## config.mk

```make
export PLATFORM = sky130hd
export DESIGN_NAME = ulo_top
export DESIGN_NICKNAME = d
export VERILOG_FILES = /design/src/rtl/ulo_pkg.sv /design/src/rtl/ulo_ctrl.sv /design/src/rtl/ulo_datapath.sv /design/src/rtl/ulo_top.sv
export SDC_FILE = /design/constraint.sdc
export NUM_CORES = 1
export LEC_CHECK = 0
export ABC_AREA = 1
export CORE_MARGIN = 3
export CORE_UTILIZATION = 59
export DETAILED_ROUTE_END_ITERATION = 8
export DONT_BUFFER_PORTS = 1
export PLACE_DENSITY = 0.87
export REMOVE_ABC_BUFFERS = 1
export SYNTH_ARGS = -nofsm -noshare
export SYNTH_HDL_FRONTEND = slang
export SYNTH_HIERARCHICAL = 1
export SYNTH_SLANG_ARGS = --single-unit
```

## constraint.sdc

```tcl
create_clock -name clk -period 0.8 [get_ports clk]
set_input_delay 0.08 -clock clk [delete_from_list [all_inputs] [get_ports clk]]
set_output_delay 0.08 -clock clk [all_outputs]
set_load 0.05 [all_outputs]
```

## src/rtl/ulo_pkg.sv

```systemverilog
`timescale 1ns/1ps
package ulo_pkg;
  localparam int BYTE_W = 8;
  localparam int OP_W   = 4;
  localparam int SP_W   = BYTE_W + 1;
  localparam int NIB_W  = BYTE_W / 2;

  typedef logic [BYTE_W-1:0] byte_t;
  typedef logic [NIB_W-1:0]  nib_t;

  localparam logic [OP_W-1:0] OP_NONE    = 4'd0;
  localparam logic [OP_W-1:0] OP_ANDSHR  = 4'd1;
  localparam logic [OP_W-1:0] OP_ANDCPY  = 4'd2;
  localparam logic [OP_W-1:0] OP_ANDROT  = 4'd3;
  localparam logic [OP_W-1:0] OP_MASKSUB = 4'd4;
  localparam logic [OP_W-1:0] OP_STAXHI  = 4'd5;
  localparam logic [OP_W-1:0] OP_STYHI   = 4'd6;
  localparam logic [OP_W-1:0] OP_STXHI   = 4'd7;
  localparam logic [OP_W-1:0] OP_STKXFER = 4'd8;
  localparam logic [OP_W-1:0] OP_STKLOAD = 4'd9;
  localparam logic [OP_W-1:0] OP_IMMCOMB = 4'd10;
  localparam logic [OP_W-1:0] OP_DECCMP  = 4'd11;
  localparam logic [OP_W-1:0] OP_LAST    = OP_DECCMP;

  typedef enum logic [2:0] {
    SRC_KEEP, SRC_SHR, SRC_CPY, SRC_ROT, SRC_SUB, SRC_STK, SRC_IMM, SRC_DEC
  } src_e;

  typedef enum logic [1:0] { MEM_AX, MEM_Y, MEM_X, MEM_DEC } memSel_e;

  typedef struct packed {
    logic    aEn;
    logic    xEn;
    logic    spEn;
    logic    memWe;
    logic    cEn;
    logic    zEn;
    logic    nEn;
    logic    vEn;
    src_e    src;
    memSel_e memSel;
    logic    spFromAx;
  } strobe_t;
endpackage

```

## src/rtl/ulo_ctrl.sv

```systemverilog
`timescale 1ns/1ps
module ulo_ctrl
  import ulo_pkg::*;
(
  input  logic [OP_W-1:0] opSel,
  output strobe_t         st
);
  always_comb begin
    st = '0;
    case (opSel)
      OP_ANDSHR: begin
        st.aEn = 1'b1; st.cEn = 1'b1; st.zEn = 1'b1; st.nEn = 1'b1;
        st.src = SRC_SHR;
      end
      OP_ANDCPY: begin
        st.aEn = 1'b1; st.cEn = 1'b1; st.zEn = 1'b1; st.nEn = 1'b1;
        st.src = SRC_CPY;
      end
      OP_ANDROT: begin
        st.aEn = 1'b1; st.cEn = 1'b1; st.zEn = 1'b1; st.nEn = 1'b1;
        st.vEn = 1'b1; st.src = SRC_ROT;
      end
      OP_MASKSUB: begin
        st.xEn = 1'b1; st.cEn = 1'b1; st.zEn = 1'b1; st.nEn = 1'b1;
        st.src = SRC_SUB;
      end
      OP_STAXHI: begin
        st.memWe = 1'b1; st.memSel = MEM_AX;
      end
      OP_STYHI: begin
        st.memWe = 1'b1; st.memSel = MEM_Y;
      end
      OP_STXHI: begin
        st.memWe = 1'b1; st.memSel = MEM_X;
      end
      OP_STKXFER: begin
        st.memWe = 1'b1; st.memSel = MEM_AX;
        st.spEn = 1'b1; st.spFromAx = 1'b1;
      end
      OP_STKLOAD: begin
        st.aEn = 1'b1; st.xEn = 1'b1; st.spEn = 1'b1;
        st.zEn = 1'b1; st.nEn = 1'b1; st.src = SRC_STK;
      end
      OP_IMMCOMB: begin
        st.aEn = 1'b1; st.xEn = 1'b1; st.zEn = 1'b1; st.nEn = 1'b1;
        st.src = SRC_IMM;
      end
      OP_DECCMP: begin
        st.memWe = 1'b1; st.memSel = MEM_DEC;
        st.cEn = 1'b1; st.zEn = 1'b1; st.nEn = 1'b1; st.src = SRC_DEC;
      end
      default: ;
    endcase
  end
endmodule

```

## src/rtl/ulo_datapath.sv

```systemverilog
`timescale 1ns/1ps
module ulo_datapath
  import ulo_pkg::*;
(
  input  strobe_t         st,
  input  byte_t           aIn,
  input  byte_t           xIn,
  input  byte_t           yIn,
  input  byte_t           spIn,
  input  byte_t           mIn,
  input  byte_t           baseHi,
  input  logic            cIn,
  input  logic            decIn,
  output byte_t           aNext,
  output byte_t           xNext,
  output logic [SP_W-1:0] spNext,
  output byte_t           memData,
  output logic            cNext,
  output logic            zNext,
  output logic            nNext,
  output logic            vNext
);
  byte_t andAm, andAx, hiMask, shrVal, rotVal, lowFixed, decFixed, rotRes;
  byte_t subVal, stkVal, immVal, decVal, cmpVal, nzByte, storeRaw;
  logic  subBorrow, cmpBorrow, lowAdj, highAdj;
  logic  rotC, rotV, cRaw;

  assign andAm  = aIn & mIn;
  assign andAx  = aIn & xIn;
  assign hiMask = baseHi + byte_t'(1);

  // shift and rotate paths
  assign shrVal = andAm >> 1;
  assign rotVal = {cIn, andAm[BYTE_W-1:1]};

  // decimal correction of the rotated value, low nibble then high nibble
  assign lowAdj   = ({1'b0, rotVal[NIB_W-1:0]} + {{NIB_W{1'b0}}, rotVal[0]}) > (NIB_W+1)'(5);
  assign lowFixed = {rotVal[BYTE_W-1:NIB_W],
                     lowAdj ? rotVal[NIB_W-1:0] + nib_t'(6) : rotVal[NIB_W-1:0]};
  assign highAdj  = ({1'b0, lowFixed[BYTE_W-1:NIB_W]} + {{NIB_W{1'b0}}, lowFixed[NIB_W]})
                    > (NIB_W+1)'(5);
  assign decFixed = {highAdj ? lowFixed[BYTE_W-1:NIB_W] + nib_t'(6) : lowFixed[BYTE_W-1:NIB_W],
                     lowFixed[NIB_W-1:0]};

  assign rotRes = decIn ? decFixed : rotVal;
  assign rotC   = decIn ? highAdj : rotVal[6];
  assign rotV   = decIn ? (rotVal[6] ^ andAm[6]) : (rotVal[6] ^ rotVal[5]);

  // masked subtract and decrement-compare
  assign {subBorrow, subVal} = {1'b0, andAx} - {1'b0, mIn};
  assign decVal              = mIn - byte_t'(1);
  assign {cmpBorrow, cmpVal} = {1'b0, aIn} - {1'b0, decVal};

  assign stkVal = mIn & spIn;
  assign immVal = (aIn | 8'hEE) & mIn;

  always_comb begin
    aNext  = aIn;
    xNext  = xIn;
    nzByte = '0;
    cRaw   = 1'b0;
    case (st.src)
      SRC_SHR: begin aNext = shrVal; nzByte = shrVal; cRaw = andAm[0]; end
      SRC_CPY: begin aNext = andAm;  nzByte = andAm;  cRaw = andAm[BYTE_W-1]; end
      SRC_ROT: begin aNext = rotRes; nzByte = rotVal; cRaw = rotC; end
      SRC_SUB: begin xNext = subVal; nzByte = subVal; cRaw = ~subBorrow; end
      SRC_STK: begin aNext = stkVal; xNext = stkVal; nzByte = stkVal; end
      SRC_IMM: begin aNext = immVal; xNext = immVal; nzByte = immVal; end
      SRC_DEC: begin nzByte = cmpVal; cRaw = ~cmpBorrow; end
      default: ;
    endcase
    if (!st.aEn) aNext = aIn;
    if (!st.xEn) xNext = xIn;
  end

  always_comb begin
    case (st.memSel)
      MEM_AX:  storeRaw = andAx & hiMask;
      MEM_Y:   storeRaw = yIn & hiMask;
      MEM_X:   storeRaw = xIn & hiMask;
      default: storeRaw = decVal;
    endcase
  end

  assign memData = st.memWe ? storeRaw : '0;

  always_comb begin
    if (!st.spEn)        spNext = {1'b1, spIn};
    else if (st.spFromAx) spNext = {1'b1, andAx};
    else                 spNext = {1'b1, stkVal};
  end

  assign cNext = st.cEn & cRaw;
  assign zNext = st.zEn & (nzByte == '0);
  assign nNext = st.nEn & nzByte[BYTE_W-1];
  assign vNext = st.vEn & rotV;
endmodule

```

## src/rtl/ulo_top.sv

```systemverilog
`timescale 1ns/1ps
module ulo_top
  import ulo_pkg::*;
(
  input  logic            clk,
  input  logic            rstN,
  input  logic [OP_W-1:0] opSel,
  input  logic [7:0]      accIn,
  input  logic [7:0]      idxXIn,
  input  logic [7:0]      idxYIn,
  input  logic [7:0]      stkIn,
  input  logic [7:0]      memIn,
  input  logic [7:0]      baseHi,
  input  logic            carryIn,
  input  logic            decimalIn,
  output logic [7:0]      accOut,
  output logic            accWe,
  output logic [7:0]      idxXOut,
  output logic            idxXWe,
  output logic [SP_W-1:0] stkOut,
  output logic            stkWe,
  output logic [7:0]      memOut,
  output logic            memWe,
  output logic            carryOut,
  output logic            carryWe,
  output logic            zeroOut,
  output logic            zeroWe,
  output logic            negOut,
  output logic            negWe,
  output logic            ovfOut,
  output logic            ovfWe
);
  strobe_t         st;
  byte_t           aNext, xNext, memData;
  logic [SP_W-1:0] spNext;
  logic            cNext, zNext, nNext, vNext;
  logic [OP_W-1:0] opQ;
  logic            decQ;
  byte_t           maskQ;

  ulo_ctrl ctrl_i (.opSel(opSel), .st(st));

  ulo_datapath dp_i (
    .st(st), .aIn(accIn), .xIn(idxXIn), .yIn(idxYIn), .spIn(stkIn),
    .mIn(memIn), .baseHi(baseHi), .cIn(carryIn), .decIn(decimalIn),
    .aNext(aNext), .xNext(xNext), .spNext(spNext), .memData(memData),
    .cNext(cNext), .zNext(zNext), .nNext(nNext), .vNext(vNext)
  );

  always_ff @(posedge clk or negedge rstN) begin
    if (!rstN) begin
      accOut <= '0; accWe <= 1'b0; idxXOut <= '0; idxXWe <= 1'b0;
      stkOut <= '0; stkWe <= 1'b0; memOut <= '0; memWe <= 1'b0;
      carryOut <= 1'b0; carryWe <= 1'b0; zeroOut <= 1'b0; zeroWe <= 1'b0;
      negOut <= 1'b0; negWe <= 1'b0; ovfOut <= 1'b0; ovfWe <= 1'b0;
      opQ <= OP_NONE; decQ <= 1'b0; maskQ <= '0;
    end else begin
      accOut <= aNext;  accWe <= st.aEn;
      idxXOut <= xNext; idxXWe <= st.xEn;
      stkOut <= spNext; stkWe <= st.spEn;
      memOut <= memData; memWe <= st.memWe;
      carryOut <= cNext; carryWe <= st.cEn;
      zeroOut <= zNext;  zeroWe <= st.zEn;
      negOut <= nNext;   negWe <= st.nEn;
      ovfOut <= vNext;   ovfWe <= st.vEn;
      opQ <= opSel; decQ <= decimalIn; maskQ <= baseHi + byte_t'(1);
    end
  end

  AST_UNUSED_IDLE: assert property (@(posedge clk) disable iff (!rstN)
    (opQ == OP_NONE || opQ > OP_LAST) |->
      !(accWe | idxXWe | stkWe | memWe | carryWe | zeroWe | negWe | ovfWe));
  AST_SHR_NEG_CLEAR: assert property (@(posedge clk) disable iff (!rstN)
    (opQ == OP_ANDSHR) |-> (negWe && !negOut && !accOut[7]));
  AST_CARRY_COPY: assert property (@(posedge clk) disable iff (!rstN)
    (opQ == OP_ANDCPY) |-> (carryOut == negOut));
  AST_ROT_BIN_FLAGS: assert property (@(posedge clk) disable iff (!rstN)
    (opQ == OP_ANDROT && !decQ) |->
      (ovfOut == (accOut[6] ^ accOut[5]) && carryOut == accOut[6]));
  AST_STORE_MASKED: assert property (@(posedge clk) disable iff (!rstN)
    (opQ >= OP_STAXHI && opQ <= OP_STKXFER) |->
      (memWe && (memOut & ~maskQ) == '0));
  AST_STK_ONLY: assert property (@(posedge clk) disable iff (!rstN)
    stkWe |-> (stkOut[8] && (opQ == OP_STKXFER || opQ == OP_STKLOAD)));
  AST_DEC_WRITES: assert property (@(posedge clk) disable iff (!rstN)
    (opQ == OP_DECCMP) |-> (memWe && carryWe && !accWe));
endmodule

```

==> results of run 1 <==
## through the flow
step                hold slack, ps  TNS [ps]  area [sq um]
floorplan                     -216    -23500          3790
global placement              -214    -26770          5710
detailed placement            -214    -34680          5710
## cell families after synthesis
kind of cell	after synthesis	share of synthesized area
flip-flops	45	0.293
AND/OR/NAND/NOR	295	0.334
XOR/XNOR	10	0.0228
AO/OA/AOI/OAI	99	0.153
buffers and inverters	92	0.0944
other	1	0.000976
adder cells (fa/ha/maj)	30	0.102
==> out/metrics.cfg, run 1 <==
[cts]
clock_sink_count=45
clk_path_buf_depth=2
post_cts.resized_instances=229
cts.htree.levels=2
number_of_buffers_added_by_the_clock_tree_synthesis_step=5
post_cts_buffers=24
hold_buffers=26
cts_root_buffer=sky130_fd_sc_hd__clkbuf_8

[yosys]
number_of_storage_elements_in_the_synthesis_netlist=45
avgSynthCellArea_sq_um=6.72
mappedNetlistArea_sq_um=3840
post_synth_main_area_contributors=sky130_fd_sc_hd__dfrtp_1, sky130_fd_sc_hd__nand2_1, sky130_fd_sc_hd__ha_1
sequential_share_of_the_synthesized_area=0.293
yosys.area.top_type=sky130_fd_sc_hd__dfrtp_1
synthesis.instances=572
synth.top_cells.by_count=sky130_fd_sc_hd__nand2_1, sky130_fd_sc_hd__inv_1, sky130_fd_sc_hd__nor2_1, sky130_fd_sc_hd__nand3_1, sky130_fd_sc_hd__dfrtp_1
ys_warn_count=6
ys_types=43
ys_async_sr_fraction=1.00
yosys.cell_count.top_type=sky130_fd_sc_hd__nand2_1
ys_dominant_reg_cell=sky130_fd_sc_hd__dfrtp_1
synth_edf_count=0
post-synth-top-area-fraction=0.293

[die]
floorplan.rows=28
ios=101
die_height_microns=86.7
start_util=0.630
fp.dieW_microns=86.7

[placed_design]
detailedPlacementHpwl_microns=14900
placement.setup.worst_slack_ps=-1390
numPlacedInstances=805
gpl.final_weighted_congestion=1.07
place.port_buffers=0

[status]
outcome=stopped before the end
error_message=[ERROR DPL-0038] Utilization greater than 100%, impossible to legalize
last-stage-reached=4_1_cts

==> run 2: changes to the inputs <==
--- a/config.mk
+++ b/config.mk
@@ -7,10 +7,10 @@
 export LEC_CHECK = 0
 export ABC_AREA = 1
 export CORE_MARGIN = 3
-export CORE_UTILIZATION = 59
+export CORE_UTILIZATION = 40
 export DETAILED_ROUTE_END_ITERATION = 8
 export DONT_BUFFER_PORTS = 1
-export PLACE_DENSITY = 0.87
+export PLACE_DENSITY_LB_ADDON = 0.15
 export REMOVE_ABC_BUFFERS = 1
 export SYNTH_ARGS = -nofsm -noshare
 export SYNTH_HDL_FRONTEND = slang
==> constraint.sdc (replaced) <==
create_clock -name clk -period 1 [get_ports clk]
set_input_delay 0.1 -clock clk [delete_from_list [all_inputs] [get_ports clk]]
set_output_delay 0.1 -clock clk [all_outputs]
set_load 0.05 [all_outputs]
==> run 2 against run 1 <==
Compared with the run above: the flow now finishes, with violations (hold timing, setup timing); synthesized area unchanged; synthesized cell count is the same.
==> out/metrics.cfg, run 2 <==
[yosys]
ys_async_sr_fraction=1.00  ; unchanged
avgSynthCellArea_sq_um=6.72  ; unchanged
yosys.cell_count.top_type=sky130_fd_sc_hd__nand2_1
synthesis.instances=572  ; unchanged
ys_warn_count=6  ; unchanged
synth.top_cells.by_count=sky130_fd_sc_hd__nand2_1, sky130_fd_sc_hd__inv_1, sky130_fd_sc_hd__nor2_1, sky130_fd_sc_hd__nand3_1, sky130_fd_sc_hd__dfrtp_1
synth_edf_count=0  ; unchanged
post-synth-top-area-fraction=0.293  ; unchanged
mappedNetlistArea_sq_um=3840  ; unchanged
ys_types=43  ; unchanged
post_synth_main_area_contributors=sky130_fd_sc_hd__dfrtp_1, sky130_fd_sc_hd__nand2_1, sky130_fd_sc_hd__ha_1
yosys.area.top_type=sky130_fd_sc_hd__dfrtp_1
ys_dominant_reg_cell=sky130_fd_sc_hd__dfrtp_1
number_of_storage_elements_in_the_synthesis_netlist=45  ; unchanged
sequential_share_of_the_synthesized_area=0.293  ; unchanged

[min_path]
min-delay-path-class=in -> async

[timing]
rsz0062_at_grt=yes
achievable-frequency_mhz=642
final-max-slew-violation-count=0
final.hold.worst_slack_ps=-525
final_hold_viol_count=46
fin_ws_ps=-558
finalSetupTns_ps=-7860
setup_violations=26
fin_crit_sh=1.56
layout_min_cycle_time_ps=1560

[layout]
largest_register_ffs=9
share_of_final_layout_standard_cells_stronger_than_drive_strength_1=0.504
post-route-cell-area_sq_um=7020
layout.cells.most_common=sky130_fd_sc_hd__buf_4
commonest_cells_after_routing_fill_and_taps_aside=sky130_fd_sc_hd__buf_4, sky130_fd_sc_hd__nand2_1, sky130_fd_sc_hd__inv_1
finalNonFillerCells=934
finalNetCount=890
layout-area-overhead-vs-synth_pct=82.8
largest_register=stkOut
num_antenna_cells=0

[die]
floorplan.rows=35  ; +25%
die_area_sq_um=10800
fp.dieW_microns=104  ; +20%
start_util=0.414  ; -0.216
die_height_microns=104  ; +20%
ios=101  ; unchanged
coreArea_sq_um=9280

[placed_design]
detailedPlacementHpwl_microns=12000  ; -19%
placedInstanceArea_sq_um=5330  ; -6.6%
gpl.final_weighted_congestion=0.919  ; -14%
numPlacedInstances=873  ; +8.4%
place.port_buffers=0  ; unchanged

[routing]
firstDrtPassIters=5
num_vias=4977
postRouteAntennaNets=0
length_of_routed_met2_wiring_microns=8360
wire_per_inst_microns=17.9
highest-signal-layer=met4
drc=0
route.layer.met1.wl_microns=6900
drt-initial-drc-count=344
dr_wl_met3_microns=1120
final_wirelength_microns=16700
avgViaCountPerCell=5.33

[worst_setup_path]
timing.setup.critical_path_class=in -> reg
start_kind=input pin
crit_fanout=6
worstSetupEndpointType=register
worst-endpoint-required_ps=1250
arrival_ps=1800

[global_routing]
gr-total-overflow=0
grt_max_degree=46
vias_in_the_first_global_route=4896
global_route_wire_length_before_repair_microns=25200
grt_util_all_layers=0.291
antenna_found_initial=0

[cts]
hold_buffers=21  ; -19%
cts.htree.levels=2  ; unchanged
cts_root_buffer=sky130_fd_sc_hd__clkbuf_8
number_of_buffers_added_by_the_clock_tree_synthesis_step=5  ; unchanged
cts_tree=yes
clock_sink_count=45  ; unchanged
clkSlewWorstSetupHoldPaths_ps=100
clk_path_buf_depth=2  ; unchanged

[run]
maxCapViolCount=0

[status]
outcome=finished, violations left
violated_checks=hold timing, setup timing

[power_and_ir_drop]
pwr_density_cell_nw_per_um2=904
vdd.ir_drop.worst_uv=597
leakage_nw=3.43
finalPower_mw=6.35

## run 2: power breakdown
part / internal (mW) / switching (mW)
clock network: 0.507 / 0.731
logic: 1.38 / 1.71
registers: 1.95 / 0.0790
total: 3.83 / 2.52
## run 2: cell type report
class / count / area [sq um]
Multi-Input combinational cell: 435 / 3250
Fill cell: 671 / 2260
Timing Repair Buffer: 235 / 1990
Sequential cell: 45 / 1130
Inverter: 82 / 403
Tap cell: 129 / 161
Clock buffer: 5 / 68.8
Clock inverter: 3 / 25.0
## run 2: logic make-up (layout without fill, tap and decap cells)
family	count (synthesis)	count (layout)	share of synthesized area
other cells	1	1	0.000976
flops	45	45	0.293
simple gates	295	295	0.334
compound gates	99	99	0.153
xor+xnor	10	10	0.0228
fa+ha+maj	30	30	0.102
buf+inv	92	325	0.0944
## run 2: path summary, 6_finish.rpt
| check | from | to | slack [ps] |
|---|---|---|---|
| max in group asynchronous | rstN | stkOut[8] | 1420 |
| min in group clk | opSel[1] | stkWe | -30 |
| max | memIn[4] | zeroOut | -560 |
| min | rstN | accOut[2] | -520 |
## run 2: stage by stage
stage | setup WS, ps | util | hold WS, ps
3_3_place_gp | -1020 | 0.574 | -194
2_1_floorplan | -860 | - | -196
3_5_place_dp | -1010 | 0.574 | -194
4_1_cts | -480 | 0.706 | -528
6_report | -558 | 0.757 | -525
5_1_grt | -700 | 0.757 | -536
## run 2: metal layers
layer	track usage	vias to the layer above
met2	0.498	210
met3	0.0447	32
met1	0.380	2398
met4	0.0845	0
li1	-	2337
met5	0	-
## run 2: critical path: stages
cell and delay [ps]:
sky130_fd_sc_hd__nor2_1 210, sky130_fd_sc_hd__nand2_2 120, sky130_fd_sc_hd__xor2_2 200, sky130_fd_sc_hd__ha_1 330, sky130_fd_sc_hd__nand2_1 90, sky130_fd_sc_hd__nand2_1 80
sky130_fd_sc_hd__nand3b_1 190, sky130_fd_sc_hd__xnor2_1 170, sky130_fd_sc_hd__nand3_1 90, sky130_fd_sc_hd__nand2_1 70, sky130_fd_sc_hd__nand3_1 70, sky130_fd_sc_hd__nor2_1 100
## run 2: repair_timing
action / CTS / global route
gates resized for setup: 199 / 97
cloned: 1 / 1
setup endpoints to repair: 32 / 43
buffers inserted: 24 / 15
hold endpoints to repair: 67 / 46
pin swaps: 62 / 60
No activity file was read; power rests on OpenSTA's default activity.
==> run 3: changes to the inputs <==
--- a/config.mk
+++ b/config.mk
@@ -6,11 +6,10 @@
 export NUM_CORES = 1
 export LEC_CHECK = 0
 export ABC_AREA = 1
-export CORE_MARGIN = 3
+export CORE_MARGIN = 2
 export CORE_UTILIZATION = 40
 export DETAILED_ROUTE_END_ITERATION = 8
 export DONT_BUFFER_PORTS = 1
-export PLACE_DENSITY_LB_ADDON = 0.15
 export REMOVE_ABC_BUFFERS = 1
 export SYNTH_ARGS = -nofsm -noshare
 export SYNTH_HDL_FRONTEND = slang
==> run 3 against run 2 <==
Compared with the run above: the flow still finishes with violations (hold timing, setup timing); non-clock buffer count grew 20; worst setup slack worse by 29 ps; global-route usage grew 4.0 points; critical endpoint unchanged; highest routed layer unchanged.
==> out/metrics.cfg, run 3 (synthesized netlist as in run 2, its figures left out) <==
[status]
outcome=finished, violations left
violated_checks=hold timing, setup timing

[min_path]
min-delay-path-class=in -> async

[timing]
achievable-frequency_mhz=630  ; -1.8%
setup_violations=35  ; +35%
timing.max_slew.rel_slack=0.612
finalSetupTns_ps=-11230  ; -3370 ps
final.hold.worst_slack_ps=-538  ; -13.2 ps
final-max-slew-violation-count=0  ; unchanged
rsz0062_at_grt=yes
final_hold_viol_count=45  ; -2.2%
worst_tran_pin_value_ps=580
fin_ws_ps=-588  ; -29.3 ps
layout_min_cycle_time_ps=1590  ; +29.3 ps
fin_crit_sh=1.59  ; +0.0293

[routing]
wire_per_inst_microns=20.8  ; +16%
route.layer.met1.wl_microns=7290  ; +5.6%
drc=0  ; unchanged
drt-initial-drc-count=456  ; +33%
highest-signal-layer=met4
postRouteAntennaNets=0  ; unchanged
final_wirelength_microns=19900  ; +19%
num_vias=5417  ; +8.8%
firstDrtPassIters=5  ; unchanged
avgViaCountPerCell=5.68  ; +6.6%
length_of_routed_met2_wiring_microns=9700  ; +16%
dr_wl_met3_microns=1520  ; +35%

[cts]
clock_sink_count=45  ; unchanged
number_of_buffers_added_by_the_clock_tree_synthesis_step=5  ; unchanged
cts_root_buffer=sky130_fd_sc_hd__clkbuf_8
cts_tree=yes
clk_path_buf_depth=2  ; unchanged
clkSlewWorstSetupHoldPaths_ps=110  ; about the same
cts.htree.levels=2  ; unchanged

[global_routing]
antenna_found_initial=1  ; +1
grt_max_degree=46  ; unchanged
gr-total-overflow=0  ; unchanged
grt_util_all_layers=0.331  ; +0.0402
global_route_wire_length_before_repair_microns=26100  ; +3.7%
vias_in_the_first_global_route=5158  ; +5.4%

[worst_setup_path]
arrival_ps=1840  ; +40 ps
worst-endpoint-required_ps=1260  ; about the same
crit_fanout=8  ; +2
timing.setup.critical_path_class=in -> reg
worstSetupEndpointType=register
start_kind=input pin

[power_and_ir_drop]
finalPower_mw=6.76  ; +6.4%
vdd.ir_drop.worst_uv=571  ; -4.4%
pwr_density_cell_nw_per_um2=897  ; -0.77%
leakage_nw=3.60  ; +4.8%

[die]
start_util=0.414  ; unchanged
fp.dieW_microns=102  ; -1.9%
die_height_microns=102  ; -1.9%
die_area_sq_um=10400  ; -3.8%
ios=101  ; unchanged
coreArea_sq_um=9280  ; unchanged
floorplan.rows=35  ; unchanged

[run]
maxCapViolCount=0  ; unchanged

[layout]
layout.area.seq_sq_um=1130  ; +0.33%
finish.utilization=0.812  ; +0.0550
multi_input_combinational_cell_area_sq_um=3510  ; +8.2%
layout.cells.most_common=sky130_fd_sc_hd__buf_4
commonest_cells_after_routing_fill_and_taps_aside=sky130_fd_sc_hd__buf_4, sky130_fd_sc_hd__nand2_1, sky130_fd_sc_hd__buf_6
n_fill_cell=540  ; -20%
finalNetCount=910  ; +2.2%
finalNonFillerCells=954  ; +2.1%
layout-area-overhead-vs-synth_pct=96.1
largest_register=stkOut
share_of_final_layout_standard_cells_stronger_than_drive_strength_1=0.558  ; +0.0532
largest_register_ffs=9  ; unchanged
num_antenna_cells=0  ; unchanged

[placed_design]
detailedPlacementHpwl_microns=11800  ; -1.9%
place.port_buffers=0  ; unchanged
gpl.final_weighted_congestion=1.01  ; +9.6%
numPlacedInstances=876  ; +0.34%

-- run 3: final timing paths --
path	from	to	depth (start not counted)
max	memIn[2]	zeroOut	11
min	rstN	accOut[3]	0
max in group asynchronous	rstN	stkOut[8]	0
min in group clk	memIn[7]	stkOut[7]	2
-- run 3: metal layers --
metal	track usage	vias to the layer above
met5	0	-
met3	0.0534	122
li1	-	2387
met2	0.587	380
met1	0.404	2528
met4	0.123	0
-- run 3: per-stage QoR --
stage	area [sq um]	setup slack, ps
after floorplan	3790	-860
after global placement	5350	-981
after detailed placement	5350	-1020
after CTS	6750	-487
after global routing	7530	-662
final	7530	-588
-- run 3: critical path: stages --
cell and delay, ps:
sky130_fd_sc_hd__nor2_4 130, sky130_fd_sc_hd__nand2_4 80, sky130_fd_sc_hd__xor2_2 160, sky130_fd_sc_hd__ha_1 360
sky130_fd_sc_hd__a21o_1 230, sky130_fd_sc_hd__o21bai_2 230, sky130_fd_sc_hd__xnor2_1 150, sky130_fd_sc_hd__nand3_1 90
sky130_fd_sc_hd__nand2_1 100, sky130_fd_sc_hd__nand3_1 120, sky130_fd_sc_hd__nor2_1 100
-- run 3: repair_timing --
action,4_1_cts,5_1_grt
gates cloned,1,0
endpoints found under the hold margin,68,47
pin swaps,76,75
endpoints found under the setup margin,40,47
gates resized for setup,242,134
hold buffers,24,2
setup buffers,34,25
-- run 3: power breakdown --
| part | switching [mW] | internal, mW |
|---|---|---|
| registers | 0.126 | 1.95 |
| logic | 1.88 | 1.55 |
| clock network | 0.753 | 0.499 |
-- run 3: area by class of cell --
cell class / count / share of cell area
timing repair buffer: 255 / 0.297
multi-input combinational: 435 / 0.466
clock buffer: 5 / 0.00913
inverter: 82 / 0.0525
sequential: 45 / 0.151
clock inverter: 3 / 0.00282
tap: 129 / 0.0214
